`config.mk`:
```
export PLATFORM = sky130hd
export DESIGN_NAME = gpint_ctrl
export DESIGN_NICKNAME = d
export VERILOG_FILES = /design/src/rtl/gpint_pkg.sv /design/src/rtl/gpint_sync.sv /design/src/rtl/gpint_detect.sv /design/src/rtl/gpint_group.sv /design/src/rtl/gpint_ctrl.sv
export SDC_FILE = /design/constraint.sdc
export NUM_CORES = 2
export LEC_CHECK = 0
export BUFFER_PORTS_ARGS = -buffer_cell sky130_fd_sc_hd__buf_2
export CORE_UTILIZATION = 40
export CTS_CLUSTER_SIZE = 14
export DETAILED_ROUTE_END_ITERATION = 10
export SYNTH_ARGS = -nofsm -noshare
export SYNTH_HDL_FRONTEND = slang
export SYNTH_HIERARCHICAL = 1
export SYNTH_SLANG_ARGS = --single-unit
export TNS_END_PERCENT = 1
```
`constraint.sdc`:
```
create_clock -name clk -period 6.56 [get_ports clk]
set_input_delay 0.984 -clock clk [delete_from_list [all_inputs] [get_ports clk]]
set_output_delay 0.984 -clock clk [all_outputs]
set_load 0.005 [all_outputs]
```
`src/rtl/gpint_pkg.sv`:
```
package gpint_pkg;

    localparam int GP_GROUPS  = 21;
    localparam int GP_PINS    = 8;
    localparam int FIELD_W    = 4;
    localparam int WORD_W     = 32;
    localparam int ADDR_W     = 12;
    localparam int SEL_W      = ADDR_W - 2;

    localparam logic [ADDR_W-1:0] CFG_BASE  = 12'h700;
    localparam logic [ADDR_W-1:0] MASK_BASE = 12'h900;
    localparam logic [ADDR_W-1:0] PEND_BASE = 12'hA00;

    typedef enum logic [FIELD_W-1:0] {
        TRIG_LOW  = 4'd0,
        TRIG_HIGH = 4'd1,
        TRIG_FALL = 4'd2,
        TRIG_RISE = 4'd3,
        TRIG_BOTH = 4'd4
    } trig_e;

    typedef enum logic [1:0] {
        BANK_NONE,
        BANK_CFG,
        BANK_MASK,
        BANK_PEND
    } bank_e;

    typedef struct packed {
        bank_e              bank;
        logic [SEL_W-1:0]   grp;
    } reg_sel_t;

    // Map a byte address to a register bank and group index.
    function automatic reg_sel_t decode_addr(input logic [ADDR_W-1:0] a,
                                             input int ngroups);
        reg_sel_t s;
        logic [ADDR_W-1:0] dc, dm, dp;
        s.bank = BANK_NONE;
        s.grp  = '0;
        dc = a - CFG_BASE;
        dm = a - MASK_BASE;
        dp = a - PEND_BASE;
        if (a[1:0] == 2'b00) begin
            if (int'(dc[ADDR_W-1:2]) < ngroups) begin
                s.bank = BANK_CFG;
                s.grp  = dc[ADDR_W-1:2];
            end else if (int'(dm[ADDR_W-1:2]) < ngroups) begin
                s.bank = BANK_MASK;
                s.grp  = dm[ADDR_W-1:2];
            end else if (int'(dp[ADDR_W-1:2]) < ngroups) begin
                s.bank = BANK_PEND;
                s.grp  = dp[ADDR_W-1:2];
            end
        end
        return s;
    endfunction

    // Decide whether one pin meets its trigger condition this cycle.
    function automatic logic trig_hit(input logic [FIELD_W-1:0] mode,
                                      input logic cur,
                                      input logic prev);
        logic hit;
        case (mode)
            TRIG_LOW:  hit = !cur;
            TRIG_HIGH: hit = cur;
            TRIG_FALL: hit = prev && !cur;
            TRIG_RISE: hit = !prev && cur;
            TRIG_BOTH: hit = prev ^ cur;
            default:   hit = 1'b0;
        endcase
        return hit;
    endfunction

endpackage

```
`src/rtl/gpint_sync.sv`:
```
module gpint_sync #(
    parameter int WIDTH = 8
) (
    input  logic             clk,
    input  logic             rst,
    input  logic [WIDTH-1:0] async_in,
    output logic [WIDTH-1:0] sync_out
);
    logic [WIDTH-1:0] stage1;

    always_ff @(posedge clk) begin
        if (rst) begin
            stage1   <= '0;
            sync_out <= '0;
        end else begin
            stage1   <= async_in;
            sync_out <= stage1;
        end
    end
endmodule

```
`src/rtl/gpint_detect.sv`:
```
module gpint_detect
    import gpint_pkg::*;
#(
    parameter int PINS = 8
) (
    input  logic                    clk,
    input  logic                    rst,
    input  logic [PINS-1:0]         level,
    input  logic [PINS*FIELD_W-1:0] cfg,
    output logic [PINS-1:0]         evt
);
    logic [PINS-1:0] level_d;

    always_ff @(posedge clk) begin
        if (rst) level_d <= '0;
        else     level_d <= level;
    end

    for (genvar p = 0; p < PINS; p++) begin : g_pin
        assign evt[p] = trig_hit(cfg[p*FIELD_W +: FIELD_W], level[p], level_d[p]);
    end
endmodule

```
`src/rtl/gpint_group.sv`:
```
module gpint_group
    import gpint_pkg::*;
#(
    parameter int PINS = 8,
    localparam int CFG_W = PINS * FIELD_W
) (
    input  logic              clk,
    input  logic              rst,
    input  logic              cfg_we,
    input  logic              mask_we,
    input  logic [CFG_W-1:0]  cfg_wdata,
    input  logic [PINS-1:0]   mask_wdata,
    input  logic [PINS-1:0]   clr,
    input  logic [PINS-1:0]   evt,
    output logic [CFG_W-1:0]  cfg_q,
    output logic [PINS-1:0]   mask_q,
    output logic [PINS-1:0]   pend_q
);
    always_ff @(posedge clk) begin
        if (rst) begin
            cfg_q  <= '0;
            mask_q <= '1;
            pend_q <= '0;
        end else begin
            if (cfg_we)  cfg_q  <= cfg_wdata;
            if (mask_we) mask_q <= mask_wdata;
            // a fresh event overrides an acknowledge in the same cycle
            pend_q <= (pend_q & ~clr) | evt;
        end
    end
endmodule

```
`src/rtl/gpint_ctrl.sv`:
```
module gpint_ctrl
    import gpint_pkg::*;
#(
    parameter int NUM_GROUPS     = GP_GROUPS,
    parameter int PINS_PER_GROUP = GP_PINS,
    localparam int NPIN  = NUM_GROUPS * PINS_PER_GROUP,
    localparam int CFG_W = PINS_PER_GROUP * FIELD_W
) (
    input  logic                  clk,
    input  logic                  rst,
    input  logic [NPIN-1:0]       pin_in,
    input  logic                  wr_en,
    input  logic [ADDR_W-1:0]     wr_addr,
    input  logic [WORD_W-1:0]     wr_data,
    input  logic [ADDR_W-1:0]     rd_addr,
    output logic [WORD_W-1:0]     rd_data,
    output logic [NUM_GROUPS-1:0] grp_active,
    output logic                  irq_out
);
    logic [NPIN-1:0]             pin_sync;
    logic [NPIN-1:0]             evt_flat;
    logic [NPIN-1:0]             clr_flat;
    logic [NPIN-1:0]             mask_flat;
    logic [NPIN-1:0]             pend_flat;
    logic [NUM_GROUPS*CFG_W-1:0] cfg_flat;
    reg_sel_t                    wsel;
    reg_sel_t                    rsel;

    assign wsel = decode_addr(wr_addr, NUM_GROUPS);
    assign rsel = decode_addr(rd_addr, NUM_GROUPS);

    gpint_sync #(.WIDTH(NPIN)) sync_i (
        .clk      (clk),
        .rst      (rst),
        .async_in (pin_in),
        .sync_out (pin_sync)
    );

    for (genvar g = 0; g < NUM_GROUPS; g++) begin : g_grp
        logic hit;
        assign hit = wr_en && (int'(wsel.grp) == g);
        assign clr_flat[g*PINS_PER_GROUP +: PINS_PER_GROUP] =
            (hit && wsel.bank == BANK_PEND) ? wr_data[PINS_PER_GROUP-1:0] : '0;

        gpint_detect #(.PINS(PINS_PER_GROUP)) det_i (
            .clk   (clk),
            .rst   (rst),
            .level (pin_sync[g*PINS_PER_GROUP +: PINS_PER_GROUP]),
            .cfg   (cfg_flat[g*CFG_W +: CFG_W]),
            .evt   (evt_flat[g*PINS_PER_GROUP +: PINS_PER_GROUP])
        );

        gpint_group #(.PINS(PINS_PER_GROUP)) grp_i (
            .clk        (clk),
            .rst        (rst),
            .cfg_we     (hit && wsel.bank == BANK_CFG),
            .mask_we    (hit && wsel.bank == BANK_MASK),
            .cfg_wdata  (wr_data[CFG_W-1:0]),
            .mask_wdata (wr_data[PINS_PER_GROUP-1:0]),
            .clr        (clr_flat[g*PINS_PER_GROUP +: PINS_PER_GROUP]),
            .evt        (evt_flat[g*PINS_PER_GROUP +: PINS_PER_GROUP]),
            .cfg_q      (cfg_flat[g*CFG_W +: CFG_W]),
            .mask_q     (mask_flat[g*PINS_PER_GROUP +: PINS_PER_GROUP]),
            .pend_q     (pend_flat[g*PINS_PER_GROUP +: PINS_PER_GROUP])
        );

        assign grp_active[g] = |(pend_flat[g*PINS_PER_GROUP +: PINS_PER_GROUP] &
                                 ~mask_flat[g*PINS_PER_GROUP +: PINS_PER_GROUP]);
    end

    assign irq_out = |grp_active;

    always_comb begin
        rd_data = '0;
        for (int g = 0; g < NUM_GROUPS; g++) begin
            if (int'(rsel.grp) == g) begin
                case (rsel.bank)
                    BANK_CFG:  rd_data = WORD_W'(cfg_flat[g*CFG_W +: CFG_W]);
                    BANK_MASK: rd_data = WORD_W'(mask_flat[g*PINS_PER_GROUP +: PINS_PER_GROUP]);
                    BANK_PEND: rd_data = WORD_W'(pend_flat[g*PINS_PER_GROUP +: PINS_PER_GROUP]);
                    default:   rd_data = '0;
                endcase
            end
        end
    end
endmodule

```
==> summary.md <==
| Metric | Value |
|---|---|
| Critical Path RT | around 5600 ps |
| Most common cell in the netlist | dfxtp_1 |
| Syn Nets | 8619 |
| Die width | 433 um |
| LEAKAGE | between 30 and 40 nW |
| Core Util, Final | 45.8% |
| Port bufs | 280 |
| Clock Path Buffers | 3 |
| GR Util met2 | 44.8% |
| Met3 Usage GRT | 6.34% |
| Root Driver | clkbuf_16 |
| Drt total wl | 295000 um |
| Most used DFF post-synth | dfxtp_1 |
| Final HPWL DP | roughly 210000 um |
| Ranking of synthesized cells by area | dfxtp_1, mux2i_1, ha_1 |
| Post-CTS setup buffers | 0 |
| Largest area contributor in the netlist | dfxtp_1 |
| P&R area growth vs syn | 13.2% |
| Hold-fix buffers, CTS | 0 |
| Final worst-path cycle share | 92.9% |
| Nets | 8830 |
| Clock transition at path regs | 60 ps |
| Residual DRC | 3 |
| Final setup margin | 469 ps |
| EDFF count, synth | 0 |
| CTS Buf Count | 170 |
| Kind of critical path | input pin to output pin |
| Clock skew | 34.1 ps |
| Grt total ovfl | 0 |
| Post-CTS sizing | 0 |
| Slew headroom | 22.6% |
| Worst vdd ir | 0.000239 V |
| Kind of launch point of the worst setup path | input pin |
| Share of layout cells above drive strength 1 | 13.1% |
| Synth top cells by count | dfxtp_1, nor2_1, mux2i_1 |
| Final RePlAce weighted congestion | 1.03 |
| Fin area | ~84000 um^2 |
| Outcome | finished, violations left |
| Final setup viols | 0 |
| Netlist cell types | 77 |
| CTS tree | done |
| Failing checks | DRC |
| Minimum clock period | 6090 ps |
| Met1 GRT Util | 42.2% |
| Final count of hold timing violations | 0 |
| Worst-Margin Slew | 1160 ps |
| Endpoint class of the critical path | output pin |
| Row cnt | 157 |
| Routed via count | 62700 |
| Tot Pwr | 20.9 mW |
| Critical path fanouts, max | 26 |
| #FFs+latches synth | 1512 |
| Critical Path AT | roughly 5000 ps |
| Share of the synthesized area in the top cell type | 40.7% |
| Number of nets with antenna violations after routing | 0 |
| Initial antenna violation count | 32 |
| F_max | 0.164 GHz |
| CP Buf/Inv Count | 5 |
| Mapped Area | 74400 um^2 |
| All-layer global routing usage | 30.5% |
| Die height | 433 um |
| Slowest stage delay, CP | around 560 ps |
| Setup_tns | 0 ps |
| Worst-Skew Late Latency | 840 ps |
| Pwr dens | 248 nW/um^2 |
| Gate Count Post-Synth | 8041 |
| First-pass GRT wire length | approximately 420000 um |
| RSZ-0062 raised after global routing | false |
| CP delay by family, top | compound AO/OA/AOI/OAI gates |
| # IOs | 281 |
| Via-per-instance ratio | between 5 and 6 |
| Max-slew violation count | 0 |
| CTS HTree Levels | 4 |
| Initial DRT Pass Iterations | 11 |
| Pre-CTS setup slack | 620 ps |
| Core area | 184000 um^2 |
| Share of the yosys chip area belonging to registers | 40.7% |
| Ys Warns | 6 |
| Largest net degree at the start of global routing | 165 |
| Max cap viols | 0 |
| Die area | 188000 um^2 |
| Critical path cell sequence | buf_2 -> inv_1 -> ha_1 -> a21boi_1 -> xor2_1 -> buf_4 -> a211oi_4 -> nor4_4 -> buf_4 -> a21boi_0 -> o21ai_0 -> a221o_1 -> a2111o_1 -> buf_2 |
| Vias in the first global route | 57700 |
| Initial Util | 40.5% |
| Filler cell count | 17700 |
| Clock sink count | ~1500 |
| GR peak layer | met2 |
| Post-place instance area | around 80000 um^2 |
| Detailed router's first-iteration violation count | 7993 |
| Slowest cell on crit path | a21boi_0 |
| DR WL/cell | between 20 and 30 um |
| Async SR Flop Fraction | 0% |
| Worst hold-check path type | input pin to flip-flop |
| Syn Area/Cell | between 9 and 10 um^2 |
## through the flow
step,hold WS (ps),instances
after floorplan,414,8041
after global placement,420,10500
after detailed placement,420,10500
after CTS,297,10800
after global routing,338,10900
final,342,10900
## kinds of logic after synthesis
| kind of cell | Yosys count | synth area share [%] |
|---|---|---|
| mux | 1055 | 14.6 |
| buf+inv | 1187 | 7.33 |
| fa+ha+maj | 351 | 5.90 |
| simple gates | 2572 | 16.6 |
| flops | 1512 | 40.7 |
| compound gates | 1314 | 14.3 |
| xor+xnor | 50 | 0.588 |
## area by class of cell
type | instances | area [um^2] | share of cell area [%]
Multi-Input combinational cell | 5342 | 39000 | 46.3
Sequential cell | 1512 | 30300 | 35.9
Clock buffer | 232 | 4920 | 5.84
Timing Repair Buffer | 475 | 3130 | 3.71
Tap cell | 2464 | 3080 | 3.66
Inverter | 751 | 2820 | 3.35
Clock inverter | 73 | 1010 | 1.20
Antenna cell | 14 | 35.0 | 0.0416
## report_power, final
part           total, mW  switching (mW)  internal, mW
clock               10.2            4.15          6.01
sequential          9.57           0.192          9.38
combinational       1.17           0.813         0.359
total               20.9            5.16          15.7
## layer usage
metal / vias to the layer above / share of wire [%] / routed length [um]
li1: 28300 / - / -
met1: 30700 / 43 / 127000
met2: 2976 / 42 / 125000
met3: 590 / 9.3 / 27300
met4: 22 / 5.3 / 15800
met5: - / 0.053 / 157
## registers in the layout, summed over array words and instances, names as in the netlist
| name | cells |
|---|---|
| g_grp.grp_i/cfg_q | 672 |
| g_grp.det_i/level_d | 168 |
| g_grp.grp_i/mask_q | 168 |
| g_grp.grp_i/pend_q | 168 |
| sync_i/stage1 | 168 |
| sync_i/sync_out | 168 |
## final timing paths
path                  startpoint                  endpoint  slack, ps  cells after the start
min                   pin_in[95]         sync_i/stage1[95]        340                      2
min reg2reg   sync_i/stage1[164]      sync_i/sync_out[164]        420                      1
max                   rd_addr[9]               rd_data[14]        470                     14
max reg2reg  sync_i/sync_out[68]  g_grp[8].grp_i/pend_q[4]       4200                      7
## cell usage in the layout (no fill, tap or decap), types with 44 or more instances in the layout
cell	Yosys	routed
mux2i_1	948	948
nor4_1	74	72
nand2_1	319	312
xnor2_1	48	48
mux2_2	65	65
ha_1	351	351
a22oi_1	70	70
nand2b_1	215	215
o32ai_1	64	64
clkbuf_16	0	172
nor2b_1	569	569
a21oi_1	199	199
o22ai_1	145	145
buf_4	45	175
a222oi_1	139	139
a221o_1	56	56
o21ai_0	44	44
nor2_1	1141	1115
a2111o_1	48	48
dfxtp_1	1512	1512
buf_2	127	279
a211o_2	126	126
o31ai_1	44	44
inv_1	749	749
a211o_1	44	44
nor3_1	120	117
o211ai_1	52	52
## worst reg2reg max path: stages (launching register included)
cell and delay [ps]:
dfxtp_1 450, inv_1 100, ha_1 300, mux2i_1 130, mux2i_1 80, o32ai_1 860, inv_1 170, a21oi_1 160
(Power assumes the default switching activity.)
